**config.mk**
```make
export PLATFORM = sky130hd
export DESIGN_NAME = sprite_slot
export DESIGN_NICKNAME = d
export VERILOG_FILES = /design/src/rtl/sprite_slot.sv
export SDC_FILE = /design/constraint.sdc
export NUM_CORES = 1
export LEC_CHECK = 0
export ABC_AREA = 1
export CORE_UTILIZATION = 52
export DETAILED_ROUTE_END_ITERATION = 8
export GPL_TIMING_DRIVEN = 0
export PLACE_DENSITY = 0.93
export SLEW_MARGIN = 15
export SYNTH_ARGS = -nofsm -noshare
export SYNTH_HDL_FRONTEND = slang
export SYNTH_SLANG_ARGS = --single-unit
```
**constraint.sdc**
```tcl
create_clock -name clk -period 3.2 [get_ports clk]
set_input_delay 0.64 -clock clk [delete_from_list [all_inputs] [get_ports clk]]
set_output_delay 0.64 -clock clk [all_outputs]
set_load 0.005 [all_outputs]
```
**src/rtl/sprite_slot.sv**
```systemverilog
module sprite_slot #(
  parameter int XW = 8,
  parameter int PW = 8
) (
  input  logic          clk,
  input  logic          rst_n,
  input  logic          load,
  input  logic [XW-1:0] ld_x,
  input  logic          ld_prio,
  input  logic [1:0]    ld_pal,
  input  logic [PW-1:0] ld_plane0,
  input  logic [PW-1:0] ld_plane1,
  input  logic          pix_en,
  output logic          active,
  output logic [4:0]    word
);
  localparam int MSB = PW - 1;

  logic [XW-1:0] xcnt;
  logic [PW-1:0] sh0, sh1;
  logic          prio;
  logic [1:0]    pal;

  assign active = (xcnt == '0);
  assign word   = {prio, pal, active ? {sh1[MSB], sh0[MSB]} : 2'b00};

  always_ff @(posedge clk) begin
    if (!rst_n) begin
      xcnt <= '0;
      sh0  <= '0;
      sh1  <= '0;
      prio <= 1'b0;
      pal  <= 2'b00;
    end else if (load) begin
      xcnt <= ld_x;
      sh0  <= ld_plane0;
      sh1  <= ld_plane1;
      prio <= ld_prio;
      pal  <= ld_pal;
    end else if (pix_en) begin
      if (!active) begin
        xcnt <= xcnt - 1'b1;
      end else begin
        sh0 <= {sh0[MSB-1:0], 1'b0};
        sh1 <= {sh1[MSB-1:0], 1'b0};
      end
    end
  end
endmodule

```
### After elaboration in Yosys (flattened, before gate mapping)

Cells that the tools add are included.

| storage, ports and cells | value |
|---|---|
| bits in registers | 27 |
| input bits | 31 |
| output and inout port bits | 6 |

| operators by class | value |
|---|---|
| add/subtract/negate cells | 1 |
| equal/unequal tests | 1 |
| muxes and demuxes | 10 |
| reductions and logical operators | 5 |

Operators by type and width:

| operator | number |
|---|---|
| $mux W8 | 9 |
| $logic_not A8 Y1 | 1 |
| $sub A8 B1 Y8 const B | 1 |
| $reduce_and A2 Y1 | 2 |
| $reduce_bool A2 Y1 | 2 |
| $mux W2 | 1 |
| $ne A2 B2 Y1 const B | 1 |

### Depth between registers and ports, before layout

Gate-level depths: netlist of the first run.

| depth | value |
|---|---|
| word-level depth | 4 |
| mapped depth | 9 |
| gate-level depth less buffers | 9 |

### Worst setup path after synthesis of the first run

Ideal clock, no wire load.

| timing path | value |
|---|---|
| path kind | reg2out |
| start point | register xcnt[0] |
| end point | output port word[0] |
| arrival time | 1.093 ns |
| slack | 1.467 ns |
| stages on the path, launching flop included | 7 |
| path through | dfxtp_1 inv_1 ha_1 nand3_4 nor2_8 inv_1 nor2_1 |

| between the ends | value |
|---|---|
| longest elaborated chain between the ends | 2 |

Ends and longest elaborated chain:

| what | line | RTL |
|---|---|---|
| from (decl) | 19 | `logic [XW-1:0] xcnt;` |
| from (signal assigned) | 35 | `xcnt <= ld_x;` |
| from (signal assigned) | 42 | `xcnt <= xcnt - 1'b1;` |
| $logic_not A8 Y1 | 24 | `assign active = (xcnt == '0);` |
| named net active | 14 | `output logic active,` |
| $mux W2 | 25 | `assign word = {prio, pal, active ? {sh1[MSB], sh0[MSB]} : 2'b00};` |
| to (decl) | 15 | `output logic [4:0] word` |

The timed path passes the listed nets, and every way through them passes these cells.

### Worst setup path after layout of the first run

| timing path | value |
|---|---|
| start point | register xcnt[0] |
| end point | output port word[1] |

| between the ends | value |
|---|---|
| longest elaborated chain between the ends | 2 |

Ends and longest elaborated chain:

| what | line |
|---|---|
| $logic_not A8 Y1 | 24 |
| $mux W2 | 25 |

No other way between the ends.

==> results of run 1 <==
==> cell families after synthesis <==
logic type	Yosys count
fa+ha+maj	1
flops	27
compound gates	33
buf+inv	33
simple gates	139
==> per-stage QoR <==
step           power [mW]  hold WS (ns)  std cells  worst slack, ns
2_1_floorplan       0.541         0.447        233             1.47
3_3_place_gp        0.618         0.459        299            0.930
3_5_place_dp        0.623         0.470        299            0.898
4_1_cts             0.780         0.492        303            0.495
5_1_grt             0.827         0.507        303            0.367
6_report            0.782         0.489        303            0.496
==> worst max-delay path: cells and delay by family (launching register included) <==
kind | cells | cell delay [ns]
adder cells (fa/ha/maj) | 1 | 0.24
flip-flops | 1 | 0.35
buffers and inverters | 3 | 0.70
AND/OR/NAND/NOR | 3 | 0.42
==> Yosys cell counts, drive strengths merged <==
| library cell | n | area, um2 |
|---|---|---|
| clkbuf | 4 | 16.3 |
| buf | 8 | 51.3 |
| nand2 | 74 | 313 |
| ha | 1 | 12.5 |
| o21ai | 14 | 70.1 |
| dfxtp | 27 | 541 |
| nand3 | 24 | 133 |
| or2 | 1 | 6.26 |
| a21oi | 16 | 80.1 |
| nor2 | 31 | 133 |
| o21a | 2 | 15.0 |
| inv | 21 | 78.8 |
| a31oi | 1 | 6.26 |
| nand4 | 5 | 31.3 |
| nor3 | 4 | 41.3 |
==> flip-flops by register name, summed over array words and instances, names as in the netlist <==
register / flops
sh0: 8
sh1: 8
xcnt: 8
pal: 2
prio: 1
==> layer usage <==
metal  part of all wire [%]  wire length (um)
met5                      0                 0
met4                    3.1               115
met3                    5.9               215
met2                     45              1650
met1                     46              1670
==> report_power, final <==
| group | internal, mW | switching, mW | total (mW) |
|---|---|---|---|
| logic | 0.105 | 0.133 | 0.238 |
| registers | 0.363 | 0.0183 | 0.381 |
| clock network | 0.0481 | 0.115 | 0.163 |
==> cell type report <==
class                           count  share of cell area [%]
Sequential cell                    27                    27.8
Clock buffer                        3                    1.16
Inverter                           21                    4.05
Tap cell                           31                    1.99
Multi-Input combinational cell    173                    43.2
Buffer                             12                    3.47
Clock inverter                      1                   0.386
Timing Repair Buffer               35                    18.0
==> worst max path at each step <==
stage,to,slack [ns],cells past startpoint,startpoint
global route,word[1],0.37,7,xcnt[0]
detailed placement,word[1],0.90,7,xcnt[0]
finish,word[1],0.50,7,xcnt[0]
floorplan,word[0],1.47,6,xcnt[0]
global placement,word[0],0.93,7,xcnt[0]
CTS,word[1],0.49,7,xcnt[0]
==> results.txt, run 1 <==
----------------------------------------------------
[Run status]
  Run status ... finished, final reports clean

[Floorplan]
  IO Count ... 37
  Die height ... 56.2 um
  Width of the die ... 56.2 um
  Full die area ... 3160 um2
  Starting density of the core ... 54.9%
  Core Rows ... 19
  Standard cell core area ... 2780 um2

[Global route]
  Routing usage on met3 ... 5.12%
  Global route hottest layer ... met2
  Vias in the first global route ... 1505
  GR Util All Layers ... 25.7%
  Initial antenna violation count ... 0
  Largest net degree at the start of global routing ... 17
  Global-route track usage on met1 ... 31.6%
  Wire length of the first global-routing pass ... 6330 um
  Total congestion overflow after global routing ... 0
  Routing usage on met2 ... 41.8%

[Place]
  Sum of net half-perimeters after detailed placement ... 2710 um
  Port-buffer cells ... 35
  Placement-stage cell area ... 1920 um2
  Final weighted congestion in routability-driven placement ... 0.859

[Setup path]
  Kind of start point of the critical path ... flip-flop
  Worst R2R Start ... xcnt[0]
  Signal arrival time at the worst endpoint ... 2.06 ns
  Crit Path Class ... reg -> out
  Cell repeated most along the worst path ... inv_1
  Terminus of the critical flop-to-flop path ... sh1[6]
  Required @ worst endpoint ... 2.56 ns
  Setup slack, reg-to-reg ... 1.64 ns
  R2R cell count ... 8
  Peak per-stage delay on the critical path ... 0.50 ns
  Library cell contributing the largest single delay on the critical path ... clkdlybuf4s50_1
  Cell Chain, Critical Path ... inv_1 -> ha_1 -> nand3_4 -> nor2_8 -> inv_1 -> nor2_1 -> clkdlybuf4s50_1
  Maximum fanout along the worst path ... 7
  Type of element capturing the critical path ... output port

[Detailed routing]
  Drc violations ... 0
  Total vias in the final route ... 1592
  DRT Pass-1 Iters ... 4
  Average vias per placed instance ... 5.25
  Routed wire length ... 3650 um
  Number of antenna-violating nets in the routed design ... 0
  Violation count after the first detailed-routing iteration ... 72
  WL/cell ... 12.1 um

[CTS]
  Maximum clock insertion buffer count ... 2
  Number of buffers inserted by post-CTS setup repair ... 0
  Clock root buffer ... clkbuf_4
  Hold buffer count at CTS ... 0
  TritonCTS clock tree ... yes
  H-tree depth ... 1
  Post-CTS Resized ... 0
  Clock-pin transition on the worst setup and hold timing paths ... 0.16 ns
  CTS sink count ... 27
  Clock Latency Late Sink ... 0.35 ns
  Number of buffers created by CTS ... 3

[STA]
  Final Slew Violations ... 0
  Tcrit/Tclk final ... 84.5%
  RSZ-0062 raised after global routing ... no
  Worst slew margin relative to its limit ... 64.0%
  Measured slew at the worst slew-check pin ... 0.540 ns
  Post-Route Setup TNS ... 0 ns
  Total of endpoints with negative setup slack in the final report ... 0
  Crit path time final ... 2.70 ns
  Setup Skew ... 0.00222 ns
  Fmax ... 370 MHz
  Number of failing hold endpoints at the final stage ... 0

[Final layout]
  Fraction of final layout cells sized beyond drive strength 1 ... 8.46%
  Net count reported at finish ... 305
  Commonest non-fill, non-tap cell in the layout ... nand2_1
  Area occupied by multi-input gates ... 841 um2
  Highest-count cells in the layout ignoring fill and taps ... nand2_1, clkdlybuf4s50_1, nor2_1
  P&R area growth vs syn ... 27.4%
  Fill cell total of the finished layout ... 239
  Reg area ... 541 um2
  Ant. Diodes ... 0
  Final core occ ... 70.0%
  Post-route cell area ... 1950 um2

[Job]
  Maximum Capacitance Violations ... 0

[Worst hold path]
  Number of cells on the worst hold path ... 2
  Worst hold path class ... reg -> reg
  Hold-critical path endpoint ... xcnt[1]
  Worst hold path startpoint ... xcnt[1]

[Logic synthesis]
  Compound-gate portion of the synthesized area ... 11.2%
  Yosys reg bits ... 27
  Synthesized-area fraction occupied by xor and xnor cells ... 0%
  Post-synthesis mux area share ... 0%
  Sequential share of the synthesized area ... 35.4%
  Dominant combinational cell family by area after synthesis ... simple AND/OR/NAND/NOR gates
  Post-Synth Adder-Cell Area ... 0.819%
  Area share of and/or/nand/nor cells after synthesis ... 43.0%
  Synthesized cell area ... 1530 um2
  Yosys warning total ... 0
  Instance count of the mapped netlist ... 233
  Average size of a mapped cell ... 6.56 um2
  Net count after synthesis ... 265
  Count of cell types in the netlist ... 26

[Power]
  P per Cell Area ... 402 nW/um2
  Leakage power ... 0.872 nW
  Worst supply voltage drop on vdd ... 0.000285 V

----------------------------------------------------
No activity file was read; power rests on OpenSTA's default activity.
==> run 2: changes to the inputs <==
CORE_UTILIZATION = 44   (was 52)
PLACE_DENSITY = 0.85   (was 0.93)
clock period = 2.3 ns   (was 3.2 ns; I/O delays follow)
==> results.txt, run 2 (synthesized netlist as in run 1, its figures left out) <==
----------------------------------------------------
[Floorplan]
  Core Rows ... 21 (+2)
  Starting density of the core ... 45.8% (-9.1 points)
  Standard cell core area ... 3340 um2 (+20%)
  Full die area ... 3710 um2 (+18%)
  Width of the die ... 60.9 um (+8.4%)
  Die height ... 60.9 um (+8.4%)
  IO Count ... 37 (unchanged)

[CTS]
  CTS sink count ... 27 (unchanged)
  Hold buffer count at CTS ... 0 (unchanged)
  TritonCTS clock tree ... yes
  H-tree depth ... 1 (unchanged)
  Clock root buffer ... clkbuf_4
  Number of buffers created by CTS ... 3 (unchanged)
  Clock-pin transition on the worst setup and hold timing paths ... 0.16 ns (about the same)
  Clock Latency Late Sink ... 0.33 ns (-0.02 ns)
  Maximum clock insertion buffer count ... 2 (unchanged)

[Worst hold path]
  Number of cells on the worst hold path ... 2 (unchanged)
  Worst hold path class ... reg -> reg

[Detailed routing]
  Number of antenna-violating nets in the routed design ... 0 (unchanged)
  Total vias in the final route ... 1595 (+0.19%)
  WL/cell ... 11.2 um (-7.3%)
  Violation count after the first detailed-routing iteration ... 117 (+63%)
  Average vias per placed instance ... 4.98 (-5.1%)
  Drc violations ... 0 (unchanged)
  Routed wire length ... 3580 um (-2.1%)
  DRT Pass-1 Iters ... 4 (unchanged)

[Power]
  Leakage power ... 0.921 nW (+5.5%)
  Worst supply voltage drop on vdd ... 0.000261 V (-8.6%)
  P per Cell Area ... 545 nW/um2 (+36%)

[Global route]
  GR Util All Layers ... 20.7% (-5.1 points)
  Wire length of the first global-routing pass ... 5710 um (-9.7%)
  Total congestion overflow after global routing ... 0 (unchanged)
  Largest net degree at the start of global routing ... 17 (unchanged)
  Vias in the first global route ... 1315 (-13%)
  Initial antenna violation count ... 0 (unchanged)

[STA]
  Tcrit/Tclk final ... 95.8%
  Setup Skew ... 0.0103 ns (+0.00805 ns)
  Post-Route Setup TNS ... 0 ns (unchanged)
  Total of endpoints with negative setup slack in the final report ... 0 (unchanged)
  Fmax ... 454 MHz
  Number of failing hold endpoints at the final stage ... 0 (unchanged)
  Final Slew Violations ... 0 (unchanged)
  RSZ-0062 raised after global routing ... no
  Measured slew at the worst slew-check pin ... 0.540 ns (+0.000285 ns)
  Final critical-path setup slack ... 0.0966 ns (-0.399 ns)
  Worst slew margin relative to its limit ... 64.0% (about the same)
  Crit path time final ... 2.20 ns

[Final layout]
  Highest-count cells in the layout ignoring fill and taps ... nand2_1, clkdlybuf4s50_1, nor2_1
  Fraction of final layout cells sized beyond drive strength 1 ... 10.6% (+2.1 points)
  Registers with the highest flip-flop counts ... sh0: 8 flops, sh1: 8 flops, xcnt: 8 flops
  Net count reported at finish ... 307 (+0.66%)
  P&R area growth vs syn ... 31.0%
  Fill cell total of the finished layout ... 331 (+38%)
  Ant. Diodes ... 0 (unchanged)
  Commonest non-fill, non-tap cell in the layout ... nand2_1

[Setup path]
  R2R cell count ... 9 (+1)
  Type of element capturing the critical path ... output port
  Crit Path Class ... reg -> out
  Peak per-stage delay on the critical path ... 0.48 ns (-0.02 ns)
  Kind of cell adding the most delay to the critical path ... buffers and inverters
  Cell Chain, Critical Path ... inv_4 -> ha_4 -> nand3_4 -> nor2_8 -> buf_4 -> clkdlybuf4s50_1
  Combined buffer and inverter count along the critical path ... 3 (unchanged)
  Signal arrival time at the worst endpoint ... 1.74 ns (-0.32 ns)
  Number of logic stages on the critical path including buffering ... 6 (-1)
  Maximum fanout along the worst path ... 4 (-3)
  Required @ worst endpoint ... 1.84 ns (-0.72 ns)
  Kind of start point of the critical path ... flip-flop
  Library cell contributing the largest single delay on the critical path ... clkdlybuf4s50_1

[Run status]
  Run status ... finished, final reports clean

[Place]
  Final weighted congestion in routability-driven placement ... 0.960 (+12%)
  Pre-CTS setup slack ... 0.146 ns (-0.752 ns)
  Port-buffer cells ... 35 (unchanged)
  Sum of net half-perimeters after detailed placement ... 2640 um (-2.5%)

[Job]
  Maximum Capacitance Violations ... 0 (unchanged)

----------------------------------------------------
-- run 2: changes by cell type in the layout (fill, tap and decap cells not counted) --
cell / change
inv_2: +1
dfxtp_2: +1
inv_1: -2
ha_1: -1
dfxtp_1: -1
buf_4: +2
clkdlybuf4s50_1: -2
inv_4: +1
dlymetal6s2s_1: +2
ha_4: +1
-- run 2: what timing repair did --
| action | in CTS | in global routing |
|---|---|---|
| buffers inserted | 2 | 0 |
| gates resized for setup | 3 | 5 |
| pin swaps | 1 | 0 |
| endpoints found under the setup margin | 3 | 3 |
-- run 2: worst reg2reg max path: stages (launching register included) --
cell     delay, ns
dfxtp_2       0.37
inv_4         0.08
ha_4          0.16
nand3_4       0.12
nor2_8        0.11
buf_4         0.17
nand2_8       0.09
buf_6         0.16
nor3_4        0.12
nor3_2        0.05
-- run 2: cell type report --
type	count	area [um2]	area share [%]
clock inverters	1	7.51	0.375
flip-flops and latches	27	542	27.1
well taps	46	57.6	2.88
repair buffers	37	370	18.5
inverters	21	81.3	4.06
multi-input cells	173	853	42.6
plain buffers	12	67.6	3.38
clock buffers	3	22.5	1.13
-- run 2: final timing paths --
check                             start  slack (ns)  endpoint
worst max register to register  xcnt[0]        0.81    sh1[6]
worst min-delay path             sh0[4]        0.49    sh0[4]
worst min register to register   sh0[4]        0.49    sh0[4]
worst max-delay path            xcnt[0]         0.1    active
-- run 2: where the power goes --
part,internal [mW],switching [mW]
combinational,0.157,0.185
sequential,0.505,0.0266
clock,0.0666,0.151
-- run 2: routing by layer --
| layer | up-vias | track usage (%) | share of wire (%) |
|---|---|---|---|
| met5 | - | 0 | 0 |
| met4 | 0 | 7.47 | 1.1 |
| met3 | 6 | 2.56 | 6.5 |
| met2 | 55 | 32.8 | 45 |
| met1 | 709 | 28.9 | 47 |
| li1 | 825 | - | - |
-- run 2: through the flow --
step	total power [mW]	utilization, %	area (um2)	hold WS, ns	instances
3_5_place_dp	0.867	58.0	1940	0.471	314
4_1_cts	1.10	59.7	1990	0.495	320
5_1_grt	1.17	60.0	2000	0.510	320
6_report	1.09	60.0	2000	0.494	320
3_3_place_gp	0.861	58.0	1940	0.460	314
2_1_floorplan	0.753	-	1530	0.447	233
